[config.mk]
export PLATFORM = sky130hd
export DESIGN_NAME = urs_top
export DESIGN_NICKNAME = d
export VERILOG_FILES = /design/src/rtl/urs_pkg.sv /design/src/rtl/urs_gap_timer.sv /design/src/rtl/urs_addr_walk.sv /design/src/rtl/urs_top.sv
export SDC_FILE = /design/constraint.sdc
export NUM_CORES = 1
export LEC_CHECK = 0
export ABC_AREA = 1
export BUFFER_PORTS_ARGS = -buffer_cell sky130_fd_sc_hd__buf_2
export CAP_MARGIN = 20
export CELL_PAD_IN_SITES_DETAIL_PLACEMENT = 0
export CELL_PAD_IN_SITES_GLOBAL_PLACEMENT = 1
export CORE_ASPECT_RATIO = 0.5
export CORE_UTILIZATION = 42
export CTS_BUF_LIST = sky130_fd_sc_hd__clkbuf_8
export DETAILED_ROUTE_END_ITERATION = 16
export PLACE_DENSITY_LB_ADDON = 0.1
export REMOVE_ABC_BUFFERS = 1
export SLEW_MARGIN = 25
export SYNTH_ARGS = -nofsm -noshare
export SYNTH_HDL_FRONTEND = slang
export SYNTH_SLANG_ARGS = --single-unit
export TNS_END_PERCENT = 100
[constraint.sdc]
create_clock -name clk_i -period 1.82 [get_ports clk_i]
set_input_delay 0.182 -clock clk_i [delete_from_list [all_inputs] [get_ports clk_i]]
set_output_delay 0.182 -clock clk_i [all_outputs]
set_load 0.05 [all_outputs]
[src/rtl/urs_pkg.sv]
package urs_pkg;
  localparam int ADDR_W = 7;

  typedef enum logic [1:0] {
    ST_CMD = 2'd0,
    ST_LEN = 2'd1,
    ST_WR  = 2'd2,
    ST_RD  = 2'd3
  } urs_state_e;
endpackage

[src/rtl/urs_gap_timer.sv]
module urs_gap_timer #(
  parameter int GAP_CYC = 100000
) (
  input  logic clk_i,
  input  logic rst_ni,
  input  logic run_i,
  input  logic clr_i,
  output logic expired_o
);
  localparam int CNT_W = $clog2(GAP_CYC + 1);
  localparam logic [CNT_W-1:0] LIMIT = CNT_W'(GAP_CYC);

  logic [CNT_W-1:0] cnt_q;

  always_ff @(posedge clk_i or negedge rst_ni) begin
    if (!rst_ni)                cnt_q <= '0;
    else if (!run_i || clr_i)   cnt_q <= '0;
    else if (cnt_q != LIMIT)    cnt_q <= cnt_q + 1'b1;
  end

  assign expired_o = run_i && (cnt_q == LIMIT);


  gap_count_chk: assert property (@(posedge clk_i) disable iff (!rst_ni)
    (run_i && !clr_i && cnt_q != LIMIT) |=> (cnt_q == $past(cnt_q) + 1'b1));


  gap_clear_chk: assert property (@(posedge clk_i) disable iff (!rst_ni)
    (clr_i || !run_i) |=> (cnt_q == '0));
endmodule

[src/rtl/urs_addr_walk.sv]
module urs_addr_walk #(
  parameter int REG_BYTES = 4,
  parameter int OFS_W     = (REG_BYTES > 1) ? $clog2(REG_BYTES) : 1
) (
  input  logic                       clk_i,
  input  logic                       rst_ni,
  input  logic                       load_i,
  input  logic [urs_pkg::ADDR_W-1:0] load_addr_i,
  input  logic                       step_i,
  output logic [urs_pkg::ADDR_W-1:0] addr_o,
  output logic [OFS_W-1:0]           ofs_o
);
  localparam logic [OFS_W-1:0] LAST_OFS = OFS_W'(REG_BYTES - 1);

  logic [urs_pkg::ADDR_W-1:0] addr_q;
  logic [OFS_W-1:0]           ofs_q;
  logic                       at_last;

  assign at_last = (ofs_q == LAST_OFS);

  generate
    if (REG_BYTES > 1) begin : g_multi
      always_ff @(posedge clk_i or negedge rst_ni) begin
        if (!rst_ni)      ofs_q <= '0;
        else if (load_i)  ofs_q <= '0;
        else if (step_i)  ofs_q <= at_last ? '0 : ofs_q + 1'b1;
      end
    end else begin : g_single
      assign ofs_q = '0;
    end
  endgenerate

  always_ff @(posedge clk_i or negedge rst_ni) begin
    if (!rst_ni)                addr_q <= '0;
    else if (load_i)            addr_q <= load_addr_i;
    else if (step_i && at_last) addr_q <= addr_q + 1'b1;  // 127 wraps to 0
  end

  assign addr_o = addr_q;
  assign ofs_o  = ofs_q;


  reg_cross_chk: assert property (@(posedge clk_i) disable iff (!rst_ni)
    (step_i && !load_i && at_last) |=> (ofs_q == '0 && addr_q == $past(addr_q) + 1'b1));


  addr_wrap_chk: assert property (@(posedge clk_i) disable iff (!rst_ni)
    (step_i && !load_i && at_last && addr_q == '1) |=> (addr_q == '0));


  load_msb_chk: assert property (@(posedge clk_i) disable iff (!rst_ni)
    load_i |=> (ofs_q == '0 && addr_q == $past(load_addr_i)));
endmodule

[src/rtl/urs_top.sv]
module urs_top #(
  parameter int REG_BYTES = 4,
  parameter int GAP_CYC   = 100000,
  parameter int OFS_W     = (REG_BYTES > 1) ? $clog2(REG_BYTES) : 1
) (
  input  logic             clk_i,
  input  logic             rst_ni,
  input  logic             cs_ni,
  input  logic [7:0]       rx_data_i,
  input  logic             rx_valid_i,
  output logic [7:0]       tx_data_o,
  output logic             tx_valid_o,
  input  logic             tx_ready_i,
  output logic [6:0]       reg_addr_o,
  output logic [OFS_W-1:0] reg_ofs_o,
  output logic [7:0]       reg_wdata_o,
  output logic             reg_we_o,
  input  logic [7:0]       reg_rdata_i
);
  import urs_pkg::*;

  urs_state_e state_q;
  logic       rd_q;
  logic [7:0] cnt_q;
  logic       gap_exp;
  logic       gap_run;
  logic       byte_ok;
  logic       tx_fire;
  logic       load;
  logic       step;

  assign gap_run = !cs_ni && (state_q == ST_LEN || state_q == ST_WR);
  assign byte_ok = rx_valid_i && !cs_ni && !gap_exp;
  assign tx_fire = (state_q == ST_RD) && !cs_ni && tx_ready_i;
  assign load    = (state_q == ST_CMD) && byte_ok;
  assign step    = ((state_q == ST_WR) && byte_ok) || tx_fire;

  urs_gap_timer #(.GAP_CYC(GAP_CYC)) u_gap (
    .clk_i     (clk_i),
    .rst_ni    (rst_ni),
    .run_i     (gap_run),
    .clr_i     (byte_ok),
    .expired_o (gap_exp)
  );

  urs_addr_walk #(.REG_BYTES(REG_BYTES), .OFS_W(OFS_W)) u_walk (
    .clk_i       (clk_i),
    .rst_ni      (rst_ni),
    .load_i      (load),
    .load_addr_i (rx_data_i[7:1]),
    .step_i      (step),
    .addr_o      (reg_addr_o),
    .ofs_o       (reg_ofs_o)
  );

  always_ff @(posedge clk_i or negedge rst_ni) begin
    if (!rst_ni) begin
      state_q <= ST_CMD;
      rd_q    <= 1'b0;
      cnt_q   <= '0;
    end else if (cs_ni) begin
      state_q <= ST_CMD;
    end else begin
      unique case (state_q)
        ST_CMD: if (byte_ok) begin
          rd_q    <= rx_data_i[0];
          state_q <= ST_LEN;
        end
        ST_LEN: begin
          if (gap_exp) state_q <= ST_CMD;
          else if (byte_ok) begin
            cnt_q <= rx_data_i;
            if (rx_data_i == 8'd0) state_q <= ST_CMD;
            else                   state_q <= rd_q ? ST_RD : ST_WR;
          end
        end
        ST_WR: begin
          if (gap_exp) state_q <= ST_CMD;
          else if (byte_ok) begin
            cnt_q <= cnt_q - 1'b1;
            if (cnt_q == 8'd1) state_q <= ST_CMD;
          end
        end
        ST_RD: if (tx_fire) begin
          cnt_q <= cnt_q - 1'b1;
          if (cnt_q == 8'd1) state_q <= ST_CMD;
        end
        default: state_q <= ST_CMD;
      endcase
    end
  end

  assign reg_we_o    = (state_q == ST_WR) && byte_ok;
  assign reg_wdata_o = rx_data_i;
  assign tx_valid_o  = (state_q == ST_RD) && !cs_ni;
  assign tx_data_o   = reg_rdata_i;


  len_live_chk: assert property (@(posedge clk_i) disable iff (!rst_ni)
    (state_q == ST_WR || state_q == ST_RD) |-> (cnt_q != 8'd0));


  zero_len_chk: assert property (@(posedge clk_i) disable iff (!rst_ni)
    (state_q == ST_LEN && byte_ok && rx_data_i == 8'd0) |=> (state_q == ST_CMD && !tx_valid_o));


  cs_idle_chk: assert property (@(posedge clk_i) disable iff (!rst_ni)
    cs_ni |=> (state_q == ST_CMD));


  tx_hold_chk: assert property (@(posedge clk_i) disable iff (!rst_ni)
    (tx_valid_o && !tx_ready_i) |=>
      (cs_ni || (tx_valid_o && $stable(reg_addr_o) && $stable(reg_ofs_o))));


  gap_abort_chk: assert property (@(posedge clk_i) disable iff (!rst_ni)
    (gap_exp && !cs_ni) |=> (state_q == ST_CMD));


  dir_excl_chk: assert property (@(posedge clk_i) disable iff (!rst_ni)
    $onehot0({tx_valid_o, reg_we_o}));
endmodule

; ---- Word level (Yosys, flattened, before mapping)
; Cells that the tools add are included.
[word_totals]
regBits = 37
[op_classes]
n_bitwise = 1
n_mux = 24
n_reduce_logical = 24
add_sub_neg = 4
eq_ne = 16
[op_table]
columns = operator, n
row1 = $mux 8, 5
row2 = $mux 17, 2
row3 = $mux 2, 12
row4 = $pmux 8 s3, 1
row5 = $add 17x1->17 const B, 1
row6 = $eq 17x17->1 const B, 1
row7 = $ne 17x17->1 const B, 1
row8 = $mux 7, 2
row9 = $ne 2x2->1 const B, 5
row10 = $logic_and 1x1->1, 9
row11 = $eq 8x1->1 const B, 1
row12 = $logic_not 8->1, 1
row13 = $ne 4x4->1 const B, 2
row14 = $pmux 2 s4, 1
row15 = $sub 8x1->8 const B, 1
row16 = $add 7x1->7 const B, 1
row17 = $reduce_and 7->1, 1
row18 = $eq 2x2->1 const B, 3
row19 = $ne 3x3->1 const B, 2
row20 = $reduce_bool 2->1, 3
row21 = $reduce_and 4->1, 1
row22 = $logic_not 1->1, 3
row23 = $logic_or 1x1->1, 3
row24 = $reduce_and 3->1, 1
row25 = other kinds (6), 6

; ---- Logic depth before layout (Yosys ltp)
; Gate-level depths: netlist of run 1.
[logic_depth]
depth_word = 11
ltp_mapped = 13
depth_no_buf = 13

; ---- Cells and area by module
; From an unflattened synthesis of run 1, not the netlist that was laid out.
[hier_totals]
hier_cells = 391
area_unflattened_um2 = 2687.6
[by_module_without_submodules]
columns = module, n_inst, cells_each, seq_area_each_um2, area_per_inst_um2
row1 = urs_top, 1, 162, 275.3, 1063.5
row2 = urs_gap_timer, 1, 152, 425.4, 1059.8
row3 = urs_addr_walk, 1, 77, 225.2, 564.3

; ---- Worst setup path before layout of run 1
; No wires, ideal clock.
[synth_path]
kind = reg-to-reg
startpoint = register state_q[0]
endpoint = register cnt_q[5]
t_required_ns = 1.697
path_buffers = 1
path_stages_with_launch = 10
slack_ns = -0.365
setup_time_ns = 0.123
arrival_ns = 2.061
cell_sequence = dfrtp_1 ha_1 inv_1 nor2_1 nand2_1 o21ai_0 nand2_4 buf_6 nand2_1 o21ai_1
[synth_rtl]
columns = item, line_no
row1 = from (decl), urs_top.sv:22  ; urs_state_e state_q;
row2 = from (signal assigned), urs_top.sv:74  ; else state_q <= rd_q ? ST_RD : ST_WR;
row3 = $eq 2x2->1, -
row4 = $logic_and 1x1->1, -
row5 = net tx_valid_o, urs_top.sv:12  ; output logic tx_valid_o,
row6 = $logic_and 1x1->1, urs_top.sv:34  ; assign tx_fire = (state_q == ST_RD) && !cs_ni && tx_ready_i;
row7 = $ne 2x2->1 (no line), -
row8 = $reduce_and 7->1 (no line), -
row9 = to (signal assigned), urs_top.sv:72  ; cnt_q <= rx_data_i;
row10 = to (signal assigned), urs_top.sv:80  ; cnt_q <= cnt_q - 1'b1;
row11 = to (signal assigned), urs_top.sv:85  ; cnt_q <= cnt_q - 1'b1;
row12 = to (decl), urs_top.sv:24  ; logic [7:0] cnt_q;
; The timed path passes the listed nets, and every way through them passes these cells.
; A chain may end at the register's enable or synchronous reset.

; ---- Worst setup path after layout of run 1
[layout_path]
startpoint = register state_q[1]
endpoint = output port reg_we_o
[layout_via]
elab_chain_len = 7
[layout_rtl]
columns = item, line_no
row1 = $eq 2x1->1 / $eq 2x2->1 (equally long branches), "urs_top.sv:32, urs_top.sv:93"
row2 = $logic_or 1x1->1, urs_top.sv:32  ; assign gap_run = !cs_ni && (state_q == ST_LEN || state_q == ST_WR);
row3 = $logic_and 1x1->1, urs_top.sv:32
row4 = $logic_and 1x1->1, urs_gap_timer.sv:21  ; assign expired_o = run_i && (cnt_q == LIMIT);
row5 = $logic_not 1->1, urs_top.sv:33  ; assign byte_ok = rx_valid_i && !cs_ni && !gap_exp;
row6 = $logic_and 1x1->1, urs_top.sv:33
row7 = $logic_and 1x1->1 *, urs_top.sv:93  ; assign reg_we_o = (state_q == ST_WR) && byte_ok;
row8 = to (decl), urs_top.sv:17  ; output logic reg_we_o,
; Mark *: on every way between the ends. The rest lies on a longest branch, timed or not.

==> run summary, run 1 <==
The worst setup path is captured at an output port. The number of design-rule violations left by the first detailed-router iteration is 98. Counting flops and latches in the post-synthesis netlist gives 37. The via density per instance came out at 4.89. The largest net degree at the start of global routing came out at 38. The core occupancy in the finished layout came out at 56.5%. The number of I/O port buffers is 31. The cell area after synthesis is 2610 um2.

The number of failing hold endpoints at the final stage came out at 0. The minimum setup slack in the final design is -0.0353 ns. The root buffer cell chosen for the clock tree is sky130_fd_sc_hd__clkbuf_8.

The routability congestion estimate came out at 0.799. The core region area is 5730 um2. STA classifies the critical path startpoint as a flop. The count of yosys warnings during synthesis came out at 0.

The first-pass GRT wire length came out at 10100 um. The die width came out at 114 um. The average instance area after synthesis came out at 7.47 um2. The worst-case headroom to the max-slew limit is 66.5%. The combinational fraction of design power is 49.0%. The largest total area in the synthesized netlist belongs to sky130_fd_sc_hd__dfrtp_1. The number of inserted filler cells in the final layout is 543.

The number of placement rows came out at 19. The final routed wirelength across all metal layers is 6410 um. Timing would allow up to 539 MHz.

The peak fanout along the critical path came out at 6. The share of the synthesized area in the top cell type came out at 35.4%. In the detailed route, the total length drawn on met3 is 242 um. The post-route DRC violation count came out at 0. On the final layout, the worst clock skew is 0.0116 ns. After synthesis, the netlist uses 33 different library cells. The type of the worst setup path is reg2out.

The proportion of layout cells with a drive suffix above 1 came out at 32.7%. The cell-internal power came out at 2.14 mW. STA puts the critical path data required time at 1.64 ns.

The number of sinks driven by the clock tree is 37. Sequential elements use 35.4% of the synthesized area. The flow ran to the end, but the final reports show violations.

The share of power burned in registers came out at 30.9%. The clock network is responsible for 20.1% of the overall power. The number of global-route vias before repair is 2219. The antenna violation net count after detailed routing came out at 0. The layout overhead on the synthesized area came out at 23.9%.

Global routing consumed, over all layers together, 20.0% of the routing resources. The final layout contains 425 nets. The CTS clock-pin slew for the worst setup and hold paths is 0.09 ns. Max-cap violations in this run came to 0. The final number of max-transition violations is 0. The number of antenna diodes is 0. The number of optimization iterations in the first detailed-route pass came out at 4. The number of buffers on the longest clock path came out at 2. After legalization and detailed placement, the total HPWL measured 4390 um. Sorting the synthesized cells by area gives the leading types as sky130_fd_sc_hd__dfrtp_1 35%, sky130_fd_sc_hd__nand2_1 11%, sky130_fd_sc_hd__inv_1 6.5%, sky130_fd_sc_hd__nor2_1 6.0%, sky130_fd_sc_hd__nand3_1 5.4%. The total vias in the final route came out at 2342. VDD sags by at most 0.791 mV. TritonCTS built the clock tree. The total net switching power is 1.75 mW. The ratio of total power to cell area is 1200 nW/um2. The global route total overflow came out at 0. The final-report setup violation count is 1.

At the worst endpoint, the arrival time is 1.67 ns. The clock latency on the worst-skew pair is 0.31 ns. Setup repair after global routing could not meet its margin everywhere. Leaving out fill and tap cells, the most frequent cell in the layout is sky130_fd_sc_hd__nand2_1.

For the pin with the worst max-slew slack, the measured transition is 0.503 ns. The switching power as a share of total power is 45.1%. The checks that failed: setup timing. The initial cell density of the core came out at 45.6%. The number of ports placed on the die boundary came out at 48. The H-tree was split into 2 levels.

In this run the top signal layer used is met4. In the finished design, the share of the clock period the worst path needs comes to 102%. Summed over all cells, the static leakage comes to 1.56 nW.

Wire segments on met2 add up to 2940 um in the final route. Measured along the y axis, the die boundary spans 57.8 um. The class of the worst hold path is in2reg. The cell count after synthesis came out at 350. The number of antenna violations at the first check in global routing is 0. The time the worst path needs with I/O delays and setup is 1.86 ns. Dividing the detail-routed wire length by the instance count gives 13.4 um. The detailed router put a total of 3160 um of wire on met1. The setup check on the worst reg-to-reg path leaves a slack of 0.05 ns. The total negative slack is -0.0353 ns. The die covers 6560 um2. In the layout the commonest cells are 59 x sky130_fd_sc_hd__nand2_1, 40 x sky130_fd_sc_hd__inv_1, 39 x sky130_fd_sc_hd__nor2_1. The number of buffers created by CTS came out at 5.
==> cell usage after synthesis <==
cell type	instances
sky130_fd_sc_hd__dfrtp_1	37
sky130_fd_sc_hd__a211oi_1	1
sky130_fd_sc_hd__clkbuf_1	1
sky130_fd_sc_hd__nand4_4	1
sky130_fd_sc_hd__inv_4	1
sky130_fd_sc_hd__nand3_4	1
sky130_fd_sc_hd__nor3_1	3
sky130_fd_sc_hd__o21ai_1	5
sky130_fd_sc_hd__xor2_1	13
sky130_fd_sc_hd__nand4_1	9
sky130_fd_sc_hd__inv_2	1
sky130_fd_sc_hd__nor2_2	5
sky130_fd_sc_hd__nand2_2	5
sky130_fd_sc_hd__ha_1	10
sky130_fd_sc_hd__buf_6	3
sky130_fd_sc_hd__nor3b_1	3
sky130_fd_sc_hd__nand3_1	28
sky130_fd_sc_hd__a31oi_1	1
sky130_fd_sc_hd__or2_2	1
sky130_fd_sc_hd__nand2_4	3
sky130_fd_sc_hd__nand3_2	3
sky130_fd_sc_hd__inv_1	45
sky130_fd_sc_hd__buf_2	1
sky130_fd_sc_hd__nor4_1	2
sky130_fd_sc_hd__nor3_2	3
sky130_fd_sc_hd__a21oi_1	9
sky130_fd_sc_hd__nand2_1	74
sky130_fd_sc_hd__o21ai_0	17
sky130_fd_sc_hd__o22ai_1	1
sky130_fd_sc_hd__buf_4	16
sky130_fd_sc_hd__nor2_4	2
sky130_fd_sc_hd__nor2_1	42
sky130_fd_sc_hd__xnor2_1	3
==> worst paths after layout <==
| kind | cells past startpoint | end | from |
|---|---|---|---|
| setup / recovery | 8 | reg_we_o | state_q[1] |
| hold / removal | 3 | rd_q | rx_data_i[0] |
| setup reg to reg | 12 | u_walk.addr_o[5] | state_q[1] |
| hold reg to reg | 2 | cnt_q[4] | cnt_q[4] |
| max in group asynchronous | 3 | state_q[1] | rst_ni |
| min in group asynchronous | 3 | u_gap.cnt_q[9] | rst_ni |
==> sequential cells by signal (all words and copies together) (netlist names) <==
name           count
u_walk.addr_o      7
u_walk.ofs_o       2
u_gap.cnt_q       17
rd_q               1
state_q            2
cnt_q              8
==> cell families after synthesis <==
group,Yosys count,synth area share [%]
AO/OA/AOI/OAI,34,6.70
XOR/XNOR,16,5.36
adder cells (fa/ha/maj),10,4.79
buffers and inverters,68,13.1
flip-flops,37,35.4
AND/OR/NAND/NOR,185,34.7
==> critical path, cell delays in order (launching register included) <==
cell and delay, ns:
sky130_fd_sc_hd__dfrtp_1 0.37, sky130_fd_sc_hd__inv_2 0.06, sky130_fd_sc_hd__ha_4 0.28, sky130_fd_sc_hd__nand3_4 0.08, sky130_fd_sc_hd__nor2_4 0.12, sky130_fd_sc_hd__nand3_4 0.12
sky130_fd_sc_hd__nand4_1 0.12, sky130_fd_sc_hd__inv_1 0.07, sky130_fd_sc_hd__buf_6 0.15
==> power groups by stage <==
| stage | registers [mW] | logic, mW | clock network [mW] |
|---|---|---|---|
| after floorplan | 1.46 | 0.894 | 0 |
| after CTS | 1.19 | 1.71 | 0.791 |
| after global routing | 1.23 | 2.13 | 0.821 |
| final | 1.20 | 1.90 | 0.781 |
| after detailed placement | 1.20 | 1.65 | 0 |
| after global placement | 1.19 | 1.63 | 0 |
==> routing by layer <==
metal | GRT usage (%) | vias up
met1 | 25.7 | 1099
met5 | 0 | -
li1 | - | 1191
met3 | 5.96 | 7
met2 | 32.8 | 45
met4 | 6.20 | 0
==> stage by stage <==
step	instance area, um2	worst slack, ns	total power [mW]	hold slack [ns]	instances
global placement	2820	0.0650	2.83	0.268	459
CTS	3010	0.00563	3.69	0.134	472
floorplan	2450	-0.317	2.35	-0.114	329
finish	3240	-0.0353	3.89	0.136	479
global route	3240	-0.163	4.19	0.149	479
detailed placement	2820	0.0431	2.85	0.274	459
==> final cells by class <==
cell class	count	area [um2]	share of cell area (%)
clock buffers	6	82.6	2.55
clock inverters	2	33.8	1.04
inverters	47	179	5.52
multi-input cells	247	1550	47.7
flip-flops and latches	37	926	28.6
well taps	84	105	3.24
repair buffers	56	367	11.3
==> what timing repair did <==
item                                   in CTS  in global routing
pin swaps                                   4                 17
endpoints found under the hold margin      37                  0
cloned                                      0                  2
setup endpoints to repair                   1                 24
hold buffers                                1                  0
resized for setup                          10                 44
buffers inserted                            4                  5
Power figures use the tool's default switching activity.
==> run 2, diff against run 1 <==
--- a/config.mk
+++ b/config.mk
@@ -15,6 +15,7 @@
 export CTS_BUF_LIST = sky130_fd_sc_hd__clkbuf_8
 export DETAILED_ROUTE_END_ITERATION = 16
 export PLACE_DENSITY_LB_ADDON = 0.1
+export RECOVER_POWER = 50
 export REMOVE_ABC_BUFFERS = 1
 export SLEW_MARGIN = 25
 export SYNTH_ARGS = -nofsm -noshare
==> run summary, run 2 (synthesis results as in run 1) <==
The kind of launch point of the worst setup path is a flop. The ratio of total power to cell area is 1200 nW/um2 (+0.32%). The number of I/O port buffers was 31 (unchanged). The share of total power in the clock network came out at 20.1% (about the same).

The routed wire length per instance was 13.4 um (about the same). The top register by number of flip-flops is u_gap.cnt_q. The top cell types in the final layout, fill and taps aside, are 59 x sky130_fd_sc_hd__nand2_1, 40 x sky130_fd_sc_hd__inv_1, 39 x sky130_fd_sc_hd__nor2_1. The final routed wirelength across all metal layers came out at 6410 um (about the same).

The most critical setup path has its startpoint at state_q[1]. The data required time at the worst endpoint came out at 1.64 ns (about the same). The first-pass GRT wire length came out at 10100 um (unchanged). The proportion of layout cells with a drive suffix above 1 came out at 30.6% (-2.0 points). The post-route DRC violation count is 0 (unchanged). The setup path with the least slack is of type reg2out. The time the worst path needs with I/O delays and setup came out at 1.86 ns (+0.000999 ns). The achievable clock frequency is 539 MHz (about the same).

The initial cell density of the core is 45.6% (unchanged). The flip-flop count of the largest register after layout is 17 (unchanged). The combinational fraction of design power is 48.9% (about the same). The data arrival at the endpoint of the critical path came to 1.67 ns (about the same). The final net count is 425 (unchanged). The library cell used most frequently in the layout, excluding fill and tap cells, is sky130_fd_sc_hd__nand2_1. The minimum setup slack in the final design came to -0.0363 ns (-0.000999 ns). The leakage power figure came out at 1.54 nW (-1.5%). The final setup skew was 0.0112 ns (-0.000359 ns). The antenna violation net count after detailed routing came out at 0 (unchanged). The CTS clock-pin slew for the worst setup and hold paths is 0.09 ns (about the same). The number of global-route vias before repair was 2219 (unchanged). The transition time at the pin with the least slew margin came out at 0.983 ns (+0.480 ns). Setup repair after global routing could not meet its margin everywhere. The switching power as a share of total power came out at 45.1% (+0.054 points).

The peak fanout along the critical path came out at 6 (unchanged). The detailed placement HPWL is 4390 um (unchanged). The number of optimization iterations in the first detailed-route pass is 4 (unchanged).

The count of placed standard cells including taps is 459 (unchanged). The total negative slack is -0.0363 ns (-0.000999 ns). The routability congestion estimate came out at 0.799 (unchanged).

The flip-flop and latch area came out at 926 um2 (unchanged). The cell-internal power came out at 2.13 mW (-0.16%). Relative to the synthesized area, the layout overhead comes to 23.5%. In this run the most critical hold path is launched from rx_data_i[0]. The startpoint of the worst-slack reg-to-reg timing path is state_q[1].

The global route total overflow came out at 0 (unchanged). The H-tree depth came out at 2 (unchanged). The root buffer cell chosen for the clock tree is sky130_fd_sc_hd__clkbuf_8. The flow ran to the end, but the final reports show violations. The number of max-capacitance violations reported is 0 (unchanged). The number of antenna violations at the first check in global routing came out at 0 (unchanged). The via density per instance came out at 4.89 (about the same). The number of failing hold endpoints at the final stage is 0 (unchanged). The checks that failed: setup timing. The core occupancy in the finished layout came out at 56.3% (-0.22 points). The number of sinks driven by the clock tree came out at 37 (unchanged).

The worst voltage drop across the vdd grid came out at 0.791 mV (about the same). The total vias in the final route came out at 2340 (-0.085%). The number of inserted filler cells in the final layout came out at 547 (+0.74%). The largest net degree at the start of global routing came out at 38 (unchanged).

TritonCTS built the clock tree. The number of design-rule violations left by the first detailed-router iteration is 94 (-4.1%). The final number of max-transition violations came out at 0 (unchanged).

The multi-input combinational cell area is 1550 um2 (unchanged). The die width came out at 114 um (unchanged). The number of antenna diodes was 0 (unchanged). The number of buffers on the longest clock path came out at 2 (unchanged). The number of buffers created by CTS came out at 5 (unchanged). The tightest min-delay check is of the in2reg type.

The die height came to 57.8 um (unchanged). The clock latency on the worst-skew pair came out at 0.31 ns (about the same). The core region area came to 5730 um2 (unchanged).

The final-report setup violation count is 1 (unchanged). The post-layout total power is 3.88 mW (about the same). The worst-case headroom to the max-slew limit is 34.4% (-32 points). The kind of capture point of the worst setup path is an output port.

The number of placement rows is 19 (unchanged). The portion of the clock cycle consumed by the worst path in the final layout is 102% (about the same). The number of ports placed on the die boundary is 48 (unchanged). The total net switching power came out at 1.75 mW (about the same). The share of power burned in registers is 31.0% (about the same). The final cell count without fillers came to 479 (unchanged).

The die footprint came out at 6560 um2 (unchanged). The global-route usage over all layers is 20.0% (unchanged). The worst-case setup slack after placement came out at 0.0431 ns (unchanged).
==> run 2: power by group through the flow <==
stage               registers (mW)  logic [mW]  clock network (mW)
CTS                           1.19        1.71               0.791
floorplan                     1.46       0.894                   0
finish                        1.20        1.90               0.780
global route                  1.23        2.13               0.821
global placement              1.19        1.63                   0
detailed placement            1.20        1.65                   0
==> run 2: area by class of cell <==
class	instances	share of cell area (%)
Clock buffer	6	2.56
Sequential cell	37	28.7
Tap cell	84	3.26
Multi-Input combinational cell	247	47.9
Timing Repair Buffer	56	11.0
Inverter	47	5.54
Clock inverter	2	1.05
==> run 2: worst paths after layout <==
| check | endpoint | slack [ns] | depth (start not counted) |
|---|---|---|---|
| min in group asynchronous | u_gap.cnt_q[9] | 0.64 | 3 |
| worst max-delay path | reg_we_o | -0.04 | 8 |
| worst min-delay path | rd_q | 0.14 | 3 |
| worst min register to register | cnt_q[4] | 0.50 | 2 |
| max in group asynchronous | state_q[1] | 0.57 | 3 |
| worst max register to register | u_walk.addr_o[5] | 0.05 | 12 |
==> run 2: worst max-delay path, cell delays in order (launching register included) <==
cell	delay, ns
sky130_fd_sc_hd__dfrtp_1	0.37
sky130_fd_sc_hd__inv_2	0.06
sky130_fd_sc_hd__ha_4	0.28
sky130_fd_sc_hd__nand3_4	0.08
sky130_fd_sc_hd__nor2_4	0.12
sky130_fd_sc_hd__nand3_4	0.12
sky130_fd_sc_hd__nand4_1	0.12
sky130_fd_sc_hd__inv_1	0.07
sky130_fd_sc_hd__buf_6	0.15
==> run 2: what timing repair did <==
action / 4_1_cts / 5_1_grt
gates resized for setup: 10 / 44
setup buffers: 4 / 5
cloned: 0 / 2
pin swaps: 4 / 17
endpoints found under the hold margin: 37 / 0
endpoints found under the setup margin: 1 / 24
hold buffers: 1 / 0
==> run 2: metrics by stage <==
stage	cell area (um2)	hold WS [ns]
floorplan	2450	-0.114
detailed placement	2820	0.274
finish	3230	0.139
global route	3230	0.150
CTS	3010	0.134
global placement	2820	0.268
==> run 2: layer usage <==
metal	track usage (%)	wire [um]	up-vias
met1	25.7	3170	1097
met5	0	0	-
met4	6.20	66	0
met3	5.96	233	7
met2	32.8	2940	45
li1	-	-	1191
